<file path="config.mk">
export PLATFORM = sky130hd
export DESIGN_NAME = freq_tracker
export DESIGN_NICKNAME = d
export VERILOG_FILES = /design/src/rtl/ftrk_pkg.sv /design/src/rtl/ftrk_edge_sync.sv /design/src/rtl/ftrk_gate_counter.sv /design/src/rtl/ftrk_code_ctrl.sv /design/src/rtl/ftrk_lock_mon.sv /design/src/rtl/freq_tracker.sv
export SDC_FILE = /design/constraint.sdc
export NUM_CORES = 1
export LEC_CHECK = 0
export ABC_AREA = 0
export BUFFER_PORTS_ARGS = -buffer_cell sky130_fd_sc_hd__buf_2
export CAP_MARGIN = 20
export CORE_MARGIN = 1.5
export CORE_UTILIZATION = 50
export DETAILED_ROUTE_END_ITERATION = 7
export GPL_ROUTABILITY_DRIVEN = 0
export GPL_TIMING_DRIVEN = 0
export PLACE_DENSITY = 0.66
export REMOVE_ABC_BUFFERS = 1
export SLEW_MARGIN = 40
export SYNTH_ARGS = -nofsm -noshare
export SYNTH_HDL_FRONTEND = slang
export SYNTH_SLANG_ARGS = --single-unit
export TNS_END_PERCENT = 50
</file>
<file path="constraint.sdc">
create_clock -name mclk -period 3.7 [get_ports mclk]
set_input_delay 0.925 -clock mclk [delete_from_list [all_inputs] [get_ports mclk]]
set_output_delay 0.925 -clock mclk [all_outputs]
set_load 0.005 [all_outputs]
</file>
<file path="src/rtl/ftrk_pkg.sv">
package ftrk_pkg;

  // Classification of one closed measurement window
  typedef struct packed {
    logic fast;   // count above target beyond deadband
    logic slow;   // count below target beyond deadband
    logic far;    // count outside the wide band
  } meas_t;

endpackage

</file>
<file path="src/rtl/ftrk_edge_sync.sv">
module ftrk_edge_sync #(
  parameter int SYNC_STAGES = 2
) (
  input  logic clk,
  input  logic rst_n,
  input  logic src_i,
  output logic rise_o
);

  logic [SYNC_STAGES:0] shift_q;
  logic [SYNC_STAGES:0] shift_d;

  always_comb begin
    shift_d = {shift_q[SYNC_STAGES-1:0], src_i};
  end

  always_ff @(posedge clk or negedge rst_n) begin
    if (!rst_n) shift_q <= '0;
    else        shift_q <= shift_d;
  end

  assign rise_o = shift_q[SYNC_STAGES-1] & ~shift_q[SYNC_STAGES];


  edge_gap_chk: assert property (@(posedge clk) disable iff (!rst_n)
    rise_o |=> !rise_o);

endmodule

</file>
<file path="src/rtl/ftrk_gate_counter.sv">
module ftrk_gate_counter import ftrk_pkg::*; #(
  parameter int GATE_EDGES  = 88200,
  parameter int EXPECT_CNT  = 5644800,
  parameter int DEAD_CNT    = 1,
  parameter int WIDE_CNT    = 4,
  parameter int TIMEOUT_CYC = 5644800,
  parameter int CNT_W       = 24,
  parameter int IDLE_W      = 23
) (
  input  logic  clk,
  input  logic  rst_n,
  input  logic  rise_i,
  output logic  done_o,
  output meas_t meas_o,
  output logic  stall_o
);

  localparam int EW = (GATE_EDGES > 1) ? $clog2(GATE_EDGES) : 1;
  localparam logic [EW-1:0]     LAST_EDGE  = EW'(GATE_EDGES - 1);
  localparam logic [CNT_W-1:0]  CNT_MAX    = '1;
  localparam logic [IDLE_W-1:0] IDLE_LIMIT = IDLE_W'(TIMEOUT_CYC - 1);
  localparam logic [CNT_W:0]    HI_DEAD    = (CNT_W+1)'(EXPECT_CNT + DEAD_CNT);
  localparam logic [CNT_W:0]    LO_DEAD    = (CNT_W+1)'(EXPECT_CNT - DEAD_CNT);
  localparam logic [CNT_W:0]    HI_WIDE    = (CNT_W+1)'(EXPECT_CNT + WIDE_CNT);
  localparam logic [CNT_W:0]    LO_WIDE    = (CNT_W+1)'(EXPECT_CNT - WIDE_CNT);

  logic              running_q, running_d;
  logic [EW-1:0]     edges_q,   edges_d;
  logic [CNT_W-1:0]  cyc_q,     cyc_d;
  logic [IDLE_W-1:0] idle_q,    idle_d;
  logic              done_q,    done_d;
  logic              stall_q,   stall_d;
  meas_t             meas_q,    meas_d;
  logic [CNT_W:0]    cnt_ext;

  always_comb begin
    running_d = running_q;
    edges_d   = edges_q;
    cyc_d     = cyc_q;
    meas_d    = meas_q;
    done_d    = 1'b0;
    stall_d   = 1'b0;
    cnt_ext   = '0;

    // idle watchdog on the source
    if (rise_i) begin
      idle_d = '0;
    end else if (idle_q == IDLE_LIMIT) begin
      idle_d    = '0;
      stall_d   = 1'b1;
      running_d = 1'b0;
    end else begin
      idle_d = idle_q + 1'b1;
    end

    // master cycle count inside the open window
    if (running_q && cyc_q != CNT_MAX) begin
      cyc_d = cyc_q + 1'b1;
    end

    if (rise_i) begin
      if (!running_q) begin
        running_d = 1'b1;
        cyc_d     = '0;
        edges_d   = '0;
      end else if (edges_q == LAST_EDGE) begin
        cnt_ext     = {1'b0, cyc_d};
        done_d      = 1'b1;
        meas_d.fast = (cnt_ext > HI_DEAD);
        meas_d.slow = (cnt_ext < LO_DEAD);
        meas_d.far  = (cnt_ext > HI_WIDE) || (cnt_ext < LO_WIDE);
        cyc_d       = '0;
        edges_d     = '0;
      end else begin
        edges_d = edges_q + 1'b1;
      end
    end
  end

  always_ff @(posedge clk or negedge rst_n) begin
    if (!rst_n) begin
      running_q <= 1'b0;
      edges_q   <= '0;
      cyc_q     <= '0;
      idle_q    <= '0;
      done_q    <= 1'b0;
      stall_q   <= 1'b0;
      meas_q    <= '0;
    end else begin
      running_q <= running_d;
      edges_q   <= edges_d;
      cyc_q     <= cyc_d;
      idle_q    <= idle_d;
      done_q    <= done_d;
      stall_q   <= stall_d;
      if (done_d) meas_q <= meas_d;
    end
  end

  assign done_o  = done_q;
  assign stall_o = stall_q;
  assign meas_o  = meas_q;

endmodule

</file>
<file path="src/rtl/ftrk_code_ctrl.sv">
module ftrk_code_ctrl import ftrk_pkg::*; #(
  parameter int CODE_W = 10
) (
  input  logic              clk,
  input  logic              rst_n,
  input  logic              done_i,
  input  meas_t             meas_i,
  output logic [CODE_W-1:0] code_o
);

  localparam logic [CODE_W-1:0] CODE_MAX = '1;
  localparam logic [CODE_W-1:0] CODE_MID = {1'b1, {(CODE_W-1){1'b0}}};

  logic [CODE_W-1:0] code_q, code_d;
  logic              code_en;

  always_comb begin
    code_d  = code_q;
    code_en = 1'b0;
    if (done_i) begin
      if (meas_i.fast && code_q != '0) begin
        code_d  = code_q - 1'b1;
        code_en = 1'b1;
      end else if (meas_i.slow && code_q != CODE_MAX) begin
        code_d  = code_q + 1'b1;
        code_en = 1'b1;
      end
    end
  end

  always_ff @(posedge clk or negedge rst_n) begin
    if (!rst_n)       code_q <= CODE_MID;
    else if (code_en) code_q <= code_d;
  end

  assign code_o = code_q;


  code_hold_chk: assert property (@(posedge clk) disable iff (!rst_n)
    !done_i |=> $stable(code_q));


  code_step_chk: assert property (@(posedge clk) disable iff (!rst_n)
    done_i |=> (code_q == $past(code_q) || code_q == $past(code_q) + 1'b1 ||
                code_q == $past(code_q) - 1'b1));


  no_wrap_top_chk: assert property (@(posedge clk) disable iff (!rst_n)
    (code_q == CODE_MAX) |=> (code_q != '0));


  no_wrap_floor_chk: assert property (@(posedge clk) disable iff (!rst_n)
    (code_q == '0) |=> (code_q != CODE_MAX));

endmodule

</file>
<file path="src/rtl/ftrk_lock_mon.sv">
module ftrk_lock_mon import ftrk_pkg::*; #(
  parameter int LOCK_WINDOWS = 3
) (
  input  logic  clk,
  input  logic  rst_n,
  input  logic  done_i,
  input  logic  stall_i,
  input  meas_t meas_i,
  output logic  locked_o
);

  localparam int SW = $clog2(LOCK_WINDOWS + 1);
  localparam logic [SW-1:0] RUN_FULL = SW'(LOCK_WINDOWS);

  logic [SW-1:0] run_q, run_d, run_inc;
  logic          locked_q, locked_d;

  always_comb begin
    run_d    = run_q;
    locked_d = locked_q;
    run_inc  = (run_q == RUN_FULL) ? run_q : run_q + 1'b1;
    if (stall_i) begin
      run_d    = '0;
      locked_d = 1'b0;
    end else if (done_i) begin
      if (meas_i.far) begin
        run_d    = '0;
        locked_d = 1'b0;
      end else if (meas_i.fast || meas_i.slow) begin
        run_d = '0;
      end else begin
        run_d = run_inc;
        if (run_inc == RUN_FULL) locked_d = 1'b1;
      end
    end
  end

  always_ff @(posedge clk or negedge rst_n) begin
    if (!rst_n) begin
      run_q    <= '0;
      locked_q <= 1'b0;
    end else begin
      run_q    <= run_d;
      locked_q <= locked_d;
    end
  end

  assign locked_o = locked_q;


  stall_drop_chk: assert property (@(posedge clk) disable iff (!rst_n)
    stall_i |=> !locked_q);


  far_drop_chk: assert property (@(posedge clk) disable iff (!rst_n)
    (done_i && meas_i.far) |=> !locked_q);


  lock_rise_chk: assert property (@(posedge clk) disable iff (!rst_n)
    $rose(locked_q) |-> $past(done_i));

endmodule

</file>
<file path="src/rtl/freq_tracker.sv">
module freq_tracker import ftrk_pkg::*; #(
  parameter int CODE_W        = 10,
  parameter int GATE_EDGES    = 88200,
  parameter int MCLK_PER_EDGE = 64,
  parameter int DEAD_CNT      = 1,
  parameter int LOCK_WINDOWS  = 3,
  parameter int SYNC_STAGES   = 2
) (
  input  logic              mclk,
  input  logic              rst_n,
  input  logic              src_wclk,
  output logic [CODE_W-1:0] tune_code,
  output logic              locked
);

  localparam int EXPECT_CNT  = GATE_EDGES * MCLK_PER_EDGE;
  localparam int WIDE_CNT    = 4 * DEAD_CNT;
  localparam int TIMEOUT_CYC = EXPECT_CNT;
  localparam int CNT_W       = $clog2(2 * EXPECT_CNT + 1);
  localparam int IDLE_W      = $clog2(TIMEOUT_CYC + 1);

  logic [1:0] rst_pipe_q;
  logic       rst_sync_n;
  logic       src_rise;
  logic       win_done;
  logic       win_stall;
  meas_t      win_meas;

  // asynchronous assert, synchronous release
  always_ff @(posedge mclk or negedge rst_n) begin
    if (!rst_n) rst_pipe_q <= '0;
    else        rst_pipe_q <= {rst_pipe_q[0], 1'b1};
  end
  assign rst_sync_n = rst_pipe_q[1];

  ftrk_edge_sync #(
    .SYNC_STAGES (SYNC_STAGES)
  ) u_sync (
    .clk    (mclk),
    .rst_n  (rst_sync_n),
    .src_i  (src_wclk),
    .rise_o (src_rise)
  );

  ftrk_gate_counter #(
    .GATE_EDGES  (GATE_EDGES),
    .EXPECT_CNT  (EXPECT_CNT),
    .DEAD_CNT    (DEAD_CNT),
    .WIDE_CNT    (WIDE_CNT),
    .TIMEOUT_CYC (TIMEOUT_CYC),
    .CNT_W       (CNT_W),
    .IDLE_W      (IDLE_W)
  ) u_gate (
    .clk     (mclk),
    .rst_n   (rst_sync_n),
    .rise_i  (src_rise),
    .done_o  (win_done),
    .meas_o  (win_meas),
    .stall_o (win_stall)
  );

  ftrk_code_ctrl #(
    .CODE_W (CODE_W)
  ) u_code (
    .clk    (mclk),
    .rst_n  (rst_sync_n),
    .done_i (win_done),
    .meas_i (win_meas),
    .code_o (tune_code)
  );

  ftrk_lock_mon #(
    .LOCK_WINDOWS (LOCK_WINDOWS)
  ) u_lock (
    .clk      (mclk),
    .rst_n    (rst_sync_n),
    .done_i   (win_done),
    .stall_i  (win_stall),
    .meas_i   (win_meas),
    .locked_o (locked)
  );

endmodule

</file>
==> reports/qor.txt <==
Bufs on Longest Clock Path -> 2
maxcap violations -> 0
post-synth cell types -> 59
synth top area cells -> dfrtp_1 (42%), xnor2_1 (5.3%), nor2_1 (4.8%)
Initial DRT Pass Iterations -> 5
Crit Path Class -> reg2reg
die area -> 10890 um^2
Power Density -> 388.1 nW/um^2
worst path cell trace -> ha_1, nand4_2, or4_4, o2111a_1, nor4_1, o21ai_0, a22o_1, a211oi_1, o21ai_1, a22o_1
Hold-fix buffers, CTS -> 0
final period utilization -> 95.11%
WP data required -> 3950 ps
pre-CTS setup slack -> -584.7 ps
sequential area share after synthesis -> 42.90%
Clock Latency Late Sink -> 360 ps
# port buffers -> 13
Ant. Diodes -> 0
root buffer cell -> clkbuf_8
Peak Freq -> 0.2842 GHz
cells after synthesis -> 559
Slowest cell on crit path -> or4_4
DIE HEIGHT -> 104.4 um
layout cell share with drive strength beyond 1 -> 10.92%
Layout Nets -> 578
initial antenna violation count -> 0
Residual DRC -> 0
die outline width -> 104.4 um
ys flop type -> dfrtp_1
initial DRC count -> 219
flops & latches, synth -> 88
H-tree lvl count -> 3
gr ovfl total -> 0
hpwl dp -> 7336 um
TritonCTS buffer count -> 9
Routed Antenna Nets -> 0
family with the most delay on the worst path -> compound AO/OA/AOI/OAI gates
Final Critical Period -> 3519 ps
number of synthesized flops with an enable pin -> 0
Lkg Pwr -> 0.002430 uW
WP data arrival -> 3770 ps
final hold vios -> 0
fillers -> 883
Detailed Route WL -> 10570 um
Wirelength per Cell -> 15.08 um
first-pass GRT wire length -> 18460 um
CTS sink count -> 88
async set-or-reset flop fraction in the synthesized netlist -> 100.0%
Via density -> 5.966
most frequent CP cell -> a22o_1
Clock Skew -> 16.31 ps
Worst setup EP type -> flip-flop
FF+latch area -> 2207 um^2
Initial Util -> 52.07%
post-synth top area share -> 42.39%
most frequent cells in the layout -> dfrtp_1 (86), nor2_1 (65), nand2_1 (39), o21ai_0 (37), xnor2_1 (31)
Ports -> 14
most common cell after layout, fill and taps aside -> dfrtp_1
CP peak stage delay -> 690 ps
largest net degree at the start of global routing -> 42
Slew Limit Fails -> 0
RSZ-0062 raised after global routing -> no
Via Count -> 4182
core area -> 9864 um^2
Worst Slack Setup Final -> 180.8 ps
critical path buffer and inverter count -> 0
footprint of the multi-input gates -> 2818 um^2
status -> complete, no violations
crit path max fanout -> 13
YS warnings -> 0
worst min path class -> reg2async
Non-Filler Instances -> 701
top cell type by total area after synthesis -> dfrtp_1
measured slew at the worst slew-check pin -> 769.6 ps
synthesis-to-finish area growth -> 8.063%
VDD IR max -> 0.2881 mV
setup violators final -> 0
Slew headroom -> 48.70%
vias in the first global route -> 3903
CP Launch Type -> flip-flop
Worst-path clk slew -> 90 ps
Mapped Area -> 5136 um^2
dpl cells -> 684
CTS tree -> done
FP Rows -> 36
Avg Inst Size Synth -> 9.188 um^2
GRT Util Overall -> 20.46%
## area by class of cell
class	count	area share, %
inverter	14	0.9468
sequential	88	39.77
multi-input combinational	433	50.77
timing repair buffer	17	2.299
tap	133	2.998
clock inverter	6	0.7439
clock buffer	10	2.480
## per-layer routing
metal / share of wire, % / wire length [um] / global-route usage (%) / vias to the layer above
li1: - / - / - / 2032
met1: 49 / 5137 / 28.87 / 2061
met2: 46 / 4910 / 32.38 / 78
met3: 3.7 / 391 / 3.195 / 11
met4: 1.3 / 134 / 6.151 / 0
met5: 0 / 0 / 0 / -
## cells in the mapped netlist, drive strengths merged, types with 2 or more instances
cell type,number
dfrtp,87
nor2,65
o21ai,43
nand2,39
xnor2,31
nand3,25
a21oi,22
nand4,22
xor2,21
and3,19
clkbuf,18
inv,14
nor3,14
ha,11
and4,9
nor2b,9
nor4,9
a211oi,8
and2,8
mux2,7
nor4b,7
or4,7
a31oi,6
buf,6
o31ai,5
a21o,4
a22o,4
nand2b,4
o211ai,4
a21boi,3
mux2i,3
o21bai,3
or3,3
a211o,2
nor3b,2
o2111a,2
## report_power, final
| part | switching [uW] | internal, uW | total (uW) |
|---|---|---|---|
| registers | 131 | 1040 | 1170 |
| logic | 215 | 152 | 367 |
| clock network | 356 | 265 | 621 |
## sequential cells by signal (all words and copies together) (netlist names)
| register | cells |
|---|---|
| u_lock.run_q | 2 |
| u_gate.running_q | 1 |
| u_sync.shift_q | 3 |
| u_gate.edges_q | 17 |
| u_gate.idle_q | 23 |
| u_gate.cyc_q | 24 |
| u_gate.stall_o | 1 |
| u_lock.locked_o | 1 |
| u_code.code_o | 10 |
| u_gate.done_o | 1 |
| rst_pipe_q | 2 |
| u_gate.meas_o | 3 |
## worst reg2reg max path: stages (launching register included)
cell and delay, ps:
dfrtp_1 560, ha_1 350, nand4_2 200, or4_4 690, o2111a_1 380, nor4_1 180
o21ai_0 140, a22o_1 300, a211oi_1 280, o21ai_1 120, a22o_1 200
## repair_timing
item	in CTS	in global routing
pin swaps	1	1
buffers inserted	1	0
resized for setup	2	5
setup endpoints to repair	4	2
## kinds of logic after synthesis
| kind of cell | after synthesis | synth area share, % |
|---|---|---|
| and+or+nand+nor | 246 | 25.87 |
| other | 1 | 0.07301 |
| buffers and inverters | 38 | 3.094 |
| muxes | 10 | 2.119 |
| xor gates and xnor gates | 52 | 8.867 |
| adders and majority gates | 12 | 3.069 |
| DFF | 88 | 42.90 |
| AOI/OAI and AO/OA | 112 | 14.01 |
## path summary, 6_finish.rpt
path	from	endpoint	slack [ps]	cells past startpoint
min in group mclk	u_sync.shift_q[0]	u_sync.shift_q[1]	360	0
worst min-delay path	rst_pipe_q[1]	u_gate.idle_q[16]	130	0
worst max-delay path	u_gate.cyc_q[0]	u_gate.meas_o[2]	180	10
worst max register to register	u_gate.cyc_q[0]	u_gate.meas_o[2]	180	10
max in group asynchronous	rst_pipe_q[1]	u_code.code_o[9]	2790	2
worst min register to register	rst_pipe_q[1]	u_gate.idle_q[16]	130	0
## per-stage QoR
step,util [%],total power [uW],hold slack (ps),area [um^2],TNS [ps]
4_1_cts,56.15,2171,141.3,5539,0
3_5_place_dp,54.15,1543,133.5,5341,-1439
5_1_grt,56.27,2280,154.7,5550,0
6_report,56.27,2154,135.0,5550,0
3_3_place_gp,53.34,1525,332.0,5261,-961.2
2_1_floorplan,-,1439,331.2,5030,-18.70
Power figures use the tool's default switching activity.
